==> config.mk <==
export PLATFORM = sky130hd
export DESIGN_NAME = flash_prog_seq
export DESIGN_NICKNAME = d
export VERILOG_FILES = /design/src/rtl/fps_pkg.sv /design/src/rtl/fps_timer.sv /design/src/rtl/fps_buf.sv /design/src/rtl/flash_prog_seq.sv
export SDC_FILE = /design/constraint.sdc
export NUM_CORES = 2
export LEC_CHECK = 0
export ABC_AREA = 1
export BUFFER_PORTS_ARGS = -buffer_cell sky130_fd_sc_hd__buf_2
export CORE_MARGIN = 10
export CORE_UTILIZATION = 52
export DETAILED_ROUTE_END_ITERATION = 10
export PLACE_DENSITY = 0.76
export SYNTH_ARGS = -nofsm -noshare
export SYNTH_HDL_FRONTEND = slang
export SYNTH_SLANG_ARGS = --single-unit
export TNS_END_PERCENT = 5
==> constraint.sdc <==
create_clock -name clk -period 3.8 [get_ports clk]
set_input_delay 0.38 -clock clk [delete_from_list [all_inputs] [get_ports clk]]
set_output_delay 0.38 -clock clk [all_outputs]
set_load 0.03 [all_outputs]
==> src/rtl/fps_pkg.sv <==
// Shared types and bus constants for the flash byte program sequencer.
// Assumes a byte-wide flash with a status-read command set.
package fps_pkg;
    typedef enum logic [3:0] {
        S_IDLE, S_FETCH, S_DUMMY, S_CMD, S_DATA, S_SREQ, S_POLL,
        S_TCLR, S_RDMODE, S_ECLR, S_WAIT, S_VERIFY, S_DONE
    } fps_state_e;

    localparam logic [7:0] OP_PROG  = 8'h40;
    localparam logic [7:0] OP_STAT  = 8'h70;
    localparam logic [7:0] OP_CLR   = 8'h50;
    localparam logic [7:0] OP_READ  = 8'hFF;

    localparam logic [1:0] RES_OK  = 2'd0;
    localparam logic [1:0] RES_TMO = 2'd1;
    localparam logic [1:0] RES_VFY = 2'd2;
endpackage

==> src/rtl/fps_timer.sv <==
// Saturating cycle counter that flags when LIMIT enabled cycles have passed.
// Assumes LIMIT >= 1; clr has priority over en.
module fps_timer #(
    parameter int LIMIT = 16
) (
    input  logic clk,
    input  logic rst_n,
    input  logic clr,
    input  logic en,
    output logic expired
);
    localparam int CW = $clog2(LIMIT + 1);
    logic [CW-1:0] cnt_q;

    // Count enabled cycles up to LIMIT and hold there.
    always_ff @(posedge clk) begin
        if (!rst_n || clr)
            cnt_q <= '0;
        else if (en && cnt_q != CW'(LIMIT))
            cnt_q <= cnt_q + 1'b1;
    end

    assign expired = (cnt_q == CW'(LIMIT));
endmodule

==> src/rtl/fps_buf.sv <==
// Byte buffer holding the streamed data for the verify pass.
// Assumes DEPTH is a power of two; read is asynchronous.
module fps_buf #(
    parameter int DEPTH = 256,
    parameter int AW    = 8
) (
    input  logic          clk,
    input  logic          we,
    input  logic [AW-1:0] waddr,
    input  logic [7:0]    wdata,
    input  logic [AW-1:0] raddr,
    output logic [7:0]    rdata
);
    logic [7:0] mem [DEPTH];

    // Store one byte per write strobe.
    always_ff @(posedge clk) begin
        if (we)
            mem[waddr] <= wdata;
    end

    assign rdata = mem[raddr];
endmodule

==> src/rtl/flash_prog_seq.sv <==
// Programs a clamped run of bytes into one 64 KiB flash block, byte by byte,
// with poll and error retries bounded by per-byte and per-block timers, then
// reads every byte back against the buffered data.
// Assumes fl_rdata is valid in the same cycle as fl_rd.
module flash_prog_seq
    import fps_pkg::*;
#(
    parameter int ADDR_W    = 24,
    parameter int CNT_W     = 17,
    parameter int BUF_DEPTH = 256,
    parameter int BYTE_TMO  = 1000,
    parameter int BLOCK_TMO = 30000,
    parameter int RETRY_DLY = 100,
    parameter logic [ADDR_W-1:0] STAT_ADDR = ADDR_W'('h8000),
    parameter logic [ADDR_W-1:0] SREQ_ADDR = ADDR_W'('h10000)
) (
    input  logic              clk,
    input  logic              rst_n,
    input  logic              start,
    input  logic [ADDR_W-1:0] start_addr,
    input  logic [CNT_W-1:0]  byte_cnt,
    input  logic              in_valid,
    input  logic [7:0]        in_data,
    output logic              in_ready,
    output logic [ADDR_W-1:0] fl_addr,
    output logic              fl_wr,
    output logic              fl_rd,
    output logic [7:0]        fl_wdata,
    input  logic [7:0]        fl_rdata,
    output logic [1:0]        fl_lane,
    output logic              busy,
    output logic              done,
    output logic [CNT_W-1:0]  done_cnt,
    output logic [1:0]        done_err
);
    localparam int BUF_AW = $clog2(BUF_DEPTH);

    fps_state_e        state_q;
    logic [ADDR_W-1:0] base_q;
    logic [CNT_W-1:0]  n_q, idx_q;
    logic [7:0]        byte_q;
    logic              perr_q;
    logic [1:0]        lane_q;
    logic [CNT_W-1:0]  res_cnt_q;
    logic [1:0]        res_err_q;
    logic [31:0]       room_w, eff_w;
    logic [ADDR_W-1:0] cur_addr, word_addr;
    logic              last_byte, poll_exp, blk_exp, wait_exp;
    logic [7:0]        buf_rd;

    // Trim the requested count to the block end and to the buffer depth.
    always_comb begin
        room_w = 32'h0001_0000 - {16'd0, start_addr[15:0]};
        eff_w  = 32'(byte_cnt);
        if (room_w < eff_w)
            eff_w = room_w;
        if (32'(BUF_DEPTH) < eff_w)
            eff_w = 32'(BUF_DEPTH);
    end

    assign cur_addr  = base_q + ADDR_W'(idx_q);
    assign word_addr = {cur_addr[ADDR_W-1:2], 2'b00};
    assign last_byte = (idx_q == n_q - CNT_W'(1));

    fps_timer #(.LIMIT(BYTE_TMO)) u_poll_tmr (
        .clk(clk), .rst_n(rst_n), .clr(state_q == S_SREQ),
        .en(state_q == S_POLL), .expired(poll_exp));

    fps_timer #(.LIMIT(BLOCK_TMO)) u_blk_tmr (
        .clk(clk), .rst_n(rst_n), .clr(state_q == S_IDLE),
        .en(1'b1), .expired(blk_exp));

    fps_timer #(.LIMIT(RETRY_DLY)) u_wait_tmr (
        .clk(clk), .rst_n(rst_n), .clr(state_q == S_ECLR),
        .en(state_q == S_WAIT), .expired(wait_exp));

    fps_buf #(.DEPTH(BUF_DEPTH), .AW(BUF_AW)) u_buf (
        .clk(clk), .we(state_q == S_FETCH && in_valid),
        .waddr(idx_q[BUF_AW-1:0]), .wdata(in_data),
        .raddr(idx_q[BUF_AW-1:0]), .rdata(buf_rd));

    // Drive the flash bus according to the current step of the sequence.
    always_comb begin
        fl_wr    = 1'b0;
        fl_rd    = 1'b0;
        fl_addr  = STAT_ADDR;
        fl_wdata = OP_READ;
        unique case (state_q)
            S_DUMMY:  fl_rd = 1'b1;
            S_CMD:    begin fl_wr = 1'b1; fl_addr = word_addr; fl_wdata = OP_PROG; end
            S_DATA:   begin fl_wr = 1'b1; fl_addr = word_addr; fl_wdata = byte_q; end
            S_SREQ:   begin fl_wr = 1'b1; fl_addr = SREQ_ADDR; fl_wdata = OP_STAT; end
            S_POLL:   fl_rd = 1'b1;
            S_TCLR,
            S_ECLR:   begin fl_wr = 1'b1; fl_wdata = OP_CLR; end
            S_RDMODE: fl_wr = 1'b1;
            S_VERIFY: begin fl_rd = 1'b1; fl_addr = cur_addr; end
            default:  ;
        endcase
    end

    // Sequence state, byte index and result registers.
    always_ff @(posedge clk) begin
        if (!rst_n) begin
            state_q   <= S_IDLE;
            base_q    <= '0;
            n_q       <= '0;
            idx_q     <= '0;
            byte_q    <= '0;
            perr_q    <= 1'b0;
            lane_q    <= '0;
            res_cnt_q <= '0;
            res_err_q <= RES_OK;
        end else begin
            unique case (state_q)
                S_IDLE: if (start) begin
                    base_q <= start_addr;
                    n_q    <= CNT_W'(eff_w);
                    idx_q  <= '0;
                    if (eff_w == 32'd0) begin
                        res_cnt_q <= '0;
                        res_err_q <= RES_OK;
                        state_q   <= S_DONE;
                    end else begin
                        state_q <= S_FETCH;
                    end
                end
                S_FETCH: if (in_valid) begin
                    byte_q  <= in_data;
                    state_q <= S_DUMMY;
                end
                S_DUMMY: begin
                    lane_q  <= cur_addr[1:0];
                    state_q <= S_CMD;
                end
                S_CMD:  state_q <= S_DATA;
                S_DATA: state_q <= S_SREQ;
                S_SREQ: state_q <= S_POLL;
                S_POLL: begin
                    if (fl_rdata[7]) begin
                        perr_q  <= fl_rdata[4];
                        state_q <= S_RDMODE;
                    end else if (poll_exp) begin
                        state_q <= S_TCLR;
                    end
                end
                S_TCLR, S_ECLR: begin
                    if (blk_exp) begin
                        res_cnt_q <= '0;
                        res_err_q <= RES_TMO;
                        state_q   <= S_DONE;
                    end else begin
                        state_q <= (state_q == S_TCLR) ? S_DUMMY : S_WAIT;
                    end
                end
                S_RDMODE: begin
                    if (perr_q) begin
                        state_q <= S_ECLR;
                    end else if (last_byte) begin
                        idx_q   <= '0;
                        state_q <= S_VERIFY;
                    end else begin
                        idx_q   <= idx_q + CNT_W'(1);
                        state_q <= S_FETCH;
                    end
                end
                S_WAIT: if (wait_exp) state_q <= S_DUMMY;
                S_VERIFY: begin
                    if (fl_rdata != buf_rd) begin
                        res_cnt_q <= '0;
                        res_err_q <= RES_VFY;
                        state_q   <= S_DONE;
                    end else if (last_byte) begin
                        res_cnt_q <= n_q;
                        res_err_q <= RES_OK;
                        state_q   <= S_DONE;
                    end else begin
                        idx_q <= idx_q + CNT_W'(1);
                    end
                end
                default: state_q <= S_IDLE;
            endcase
        end
    end

    assign in_ready = (state_q == S_FETCH);
    assign busy     = (state_q != S_IDLE);
    assign done     = (state_q == S_DONE);
    assign fl_lane  = lane_q;
    assign done_cnt = res_cnt_q;
    assign done_err = res_err_q;
endmodule

==> out/metrics.yaml <==
outcome: "finished with violations"
violations: "setup timing"
boundaryPins: 119
drt-vias-per-instance: 6.029
drt_first_pass_iters: 7
setup-violations-final: 6
die_area_um2: 193700
critical_path.max_stage_delay_ns: 0.40
synth-seq-cells: 2180
core_box_area_um2: 175900
worstHoldPathCells: 1
final.setup_skew_ns: 0.05193
nNetsFinal: 8627
max-vdd-ir-drop_uv: 533.7
max_freq_mhz: 258.5
grt_start_max_net_pins: 149
count_of_fill_cells_added_during_filler_insertion: 13060
hold_path_class: "in -> reg"
root_buffer: "clkbuf_16"
floorplan.initialDensity_pct: 52.17
synthCells: 8285
cpMaxStageDelayCell: "fa_2"
cts.path.max_buffers: 3
routed_wl_um: 256200
clkSlewWorstSetupHoldPaths_ns: 0.06
synth-main-ff-cell: "edfxtp_1"
cap_violations: 0
vias: 66600
critical_path_class: "reg -> out"
rrSetupSlack_ns: -0.02
pwr_density_cell_nw_per_um2: 633.2
setup_slack_ns: -0.06814
setup_total_negative_slack_ns: -0.1964
report.final.slew_viol_count: 0
wl_per_cell_um: 23.19
leakage_nw: 37.71
synthArstFlopShare_pct: 0
mappedNetlistArea_um2: 91790
yosysMostFrequentCell: "nand2_1"
minimum_clock_period_ns: 3.868
postSynthAreaPerCell_um2: 11.08
setup.worst_path.start_class: "flop"
critPathMaxFanout: 2
area_overhead_of_the_layout_relative_to_synthesis_pct: 14.86
initialDrtViolationCount: 9997
rsz0062_at_grt: "yes"
route.antenna.remaining_nets: 0
timing.critical_path.cells: "ha_4 > fa_2 > nand2_2 > inv_2 > o21ai_2 > nand2_2 > a21oi_4 > o21ai_2 > nand2_1 > nand2_1 > a21oi_2 > buf_4 > buf_4 > o21a_1 > o21ai_0 > a21oi_1 > buf_2"
cts_num_sinks: 2180
grt_busiest_layer: "met2"
use_met1_pct: 33.29
grt_first_pass_wirelength_um: 381100
synth_enable_flop_cells: 2048
grt_pass1_vias: 64350
drt_drc_violations_left: 0
gp_routability_congestion: 0.9454
dp_hpwl_um: 151000
antenna_found_initial: 5
global_route.usage.met2_pct: 40.63
synth.yosys.seq_area_share_pct: 69.88
r2r_end: "idx_q[5]$_SDFFE_PN0P_"
clkLatencyLatePin_ns: 0.86
worst_ep_arrival_time_ns: 3.49
rows: 154
critPathCapture: "fl_addr[14]"
crit_required_ns: 3.42
globalRoute.totalOverflow: 0
worstMarginPinSlew_ns: 1.082
port_buffers: 118
die-height_um: 440.1
place.detailed.instances: 10590
post_synth_num_cell_types: 44
layout-drive-gt1-share_pct: 11.03
cts_made_buffers: 212
tritoncts: "done"
grt_use_met3_pct: 5.924
post_layout_nonfiller_instances: 11050
count_of_h_tree_levels_built_during_cts: 4
synth_top_area_share_pct: 67.00
synth.area.top_cells: "edfxtp_1 (67%), nand3_1 (12%), nand2_1 (9.6%)"
timing.critical_path.to_type: "primary output"
synth_fp_nets: 8393
synthTopCellsByCount: "nand2_1 (2356), nand3_1 (2133), edfxtp_1 (2048)"
die_width_um: 440.1
cell_type_contributing_the_most_total_cell_area_after_synthesis: "edfxtp_1"
timing.slew.headroom_pct: 27.86
ys.warnings.count: 0
worst_setup_path_startpoint: "idx_q[0]$_SDFFE_PN0P_"
globalRouteTotalUtil_pct: 25.29
r2r_worst_path_depth: 21
timing.final.hold_violations: 0
timing.final.crit_share_pct: 101.8
-- timing repair --
| item | CTS | global route |
|---|---|---|
| setup endpoints to repair | 26 | 69 |
| pin swaps | 5 | 35 |
| hold buffers | 28 | 0 |
| gates resized for setup | 30 | 100 |
| setup buffers | 3 | 19 |
| gates cloned | 0 | 11 |
| hold endpoints to repair | 29 | 0 |
-- critical path: cells and delay by family (launching register included) --
family / cells / cell delay (ns)
AO/OA/AOI/OAI: 7 / 0.93
adder cells (fa/ha/maj): 2 / 0.57
buffers and inverters: 4 / 0.49
flip-flops: 1 / 0.37
AND/OR/NAND/NOR: 4 / 0.32
-- routing by layer --
metal  share of wire (%)  vias up  wire, µm
met5              0.0051        -        13
met2                  47     4595    120600
met4                 4.2        2     10860
met1                  36    31710     93030
met3                  12      706     31680
li1                    -    29600         -
-- final cells by class --
type | instances | area [µm²] | area share [%]
Tap cell | 2340 | 2928 | 2.777
Inverter | 224 | 889.6 | 0.8438
Antenna cell | 1 | 2.502 | 0.002374
Timing Repair Buffer | 539 | 5480 | 5.198
Clock inverter | 137 | 1720 | 1.632
Timing Repair inverter | 2 | 22.52 | 0.02136
Multi-Input combinational cell | 5360 | 24530 | 23.27
Clock buffer | 264 | 5687 | 5.394
Sequential cell | 2180 | 64170 | 60.86
-- registers in the layout (all words and copies together), names as in the netlist, 4 cells and up, named ones only --
register / flops
base_q: 24
u_buf.mem: 2048
state_q: 4
done_cnt: 17
u_blk_tmr.cnt_q: 15
n_q: 17
u_wait_tmr.cnt_q: 7
byte_q: 8
u_poll_tmr.cnt_q: 10
idx_q: 17
-- cells in the final DEF (no fill, tap or decap), types with 43 or more instances in the layout --
cell and n:
buf_4 278, o21ai_0 91, inv_1 208, nand3_1 2114, edfxtp_1 2048, nand2_1 2346, clkbuf_16 226, nor2_1 394
a21oi_1 127, ha_1 43, buf_2 102, clkinv_2 46, buf_12 97, dfxtp_1 121
-- metrics by stage --
stage	power (mW)	utilization [%]	hold WS (ns)	setup WS, ns	instance area, µm²
after floorplan	38.16	-	0.4245	0.02645	91790
after global placement	43.49	55.03	0.4448	-0.5207	96810
after detailed placement	43.87	55.03	0.4474	-0.5802	96810
after global routing	69.22	59.93	0.03870	-0.2689	105400
after CTS	65.75	59.46	0.01969	-0.07863	104600
final	66.76	59.93	0.04680	-0.06814	105400
-- report_power, final --
group	switching [mW]	internal, mW	total, mW
registers	0.228	26.4	26.7
clock network	9.14	13.0	22.1
logic	12.2	5.79	18.0
total	21.6	45.2	66.8
-- cell families (layout without fill, tap and decap cells) --
| group | after synthesis | in the layout | share of synthesized area [%] |
|---|---|---|---|
| buffers and inverters | 745 | 1166 | 3.795 |
| DFF | 2180 | 2180 | 69.88 |
| xor gates and xnor gates | 56 | 56 | 0.5344 |
| AOI/OAI and AO/OA | 254 | 254 | 1.442 |
| and+or+nand+nor | 5003 | 5003 | 23.70 |
| adders and majority gates | 47 | 47 | 0.6489 |
| other | 0 | 1 | 0 |
-- worst min path at each step --
stage | startpoint | endpoint | slack [ns]
2_1_floorplan | byte_q[3]$_SDFFE_PN0P_ | byte_q[3]$_SDFFE_PN0P_ | 0.42
3_3_place_gp | byte_q[1]$_SDFFE_PN0P_ | byte_q[1]$_SDFFE_PN0P_ | 0.44
3_5_place_dp | byte_q[7]$_SDFFE_PN0P_ | byte_q[7]$_SDFFE_PN0P_ | 0.45
4_1_cts | in_data[6] | u_buf.mem[180][6]$_DFFE_PP_ | 0.02
5_1_grt | in_data[6] | u_buf.mem[184][6]$_DFFE_PP_ | 0.04
6_report | in_data[6] | u_buf.mem[184][6]$_DFFE_PP_ | 0.05
No activity file was read; power rests on OpenSTA's default activity.
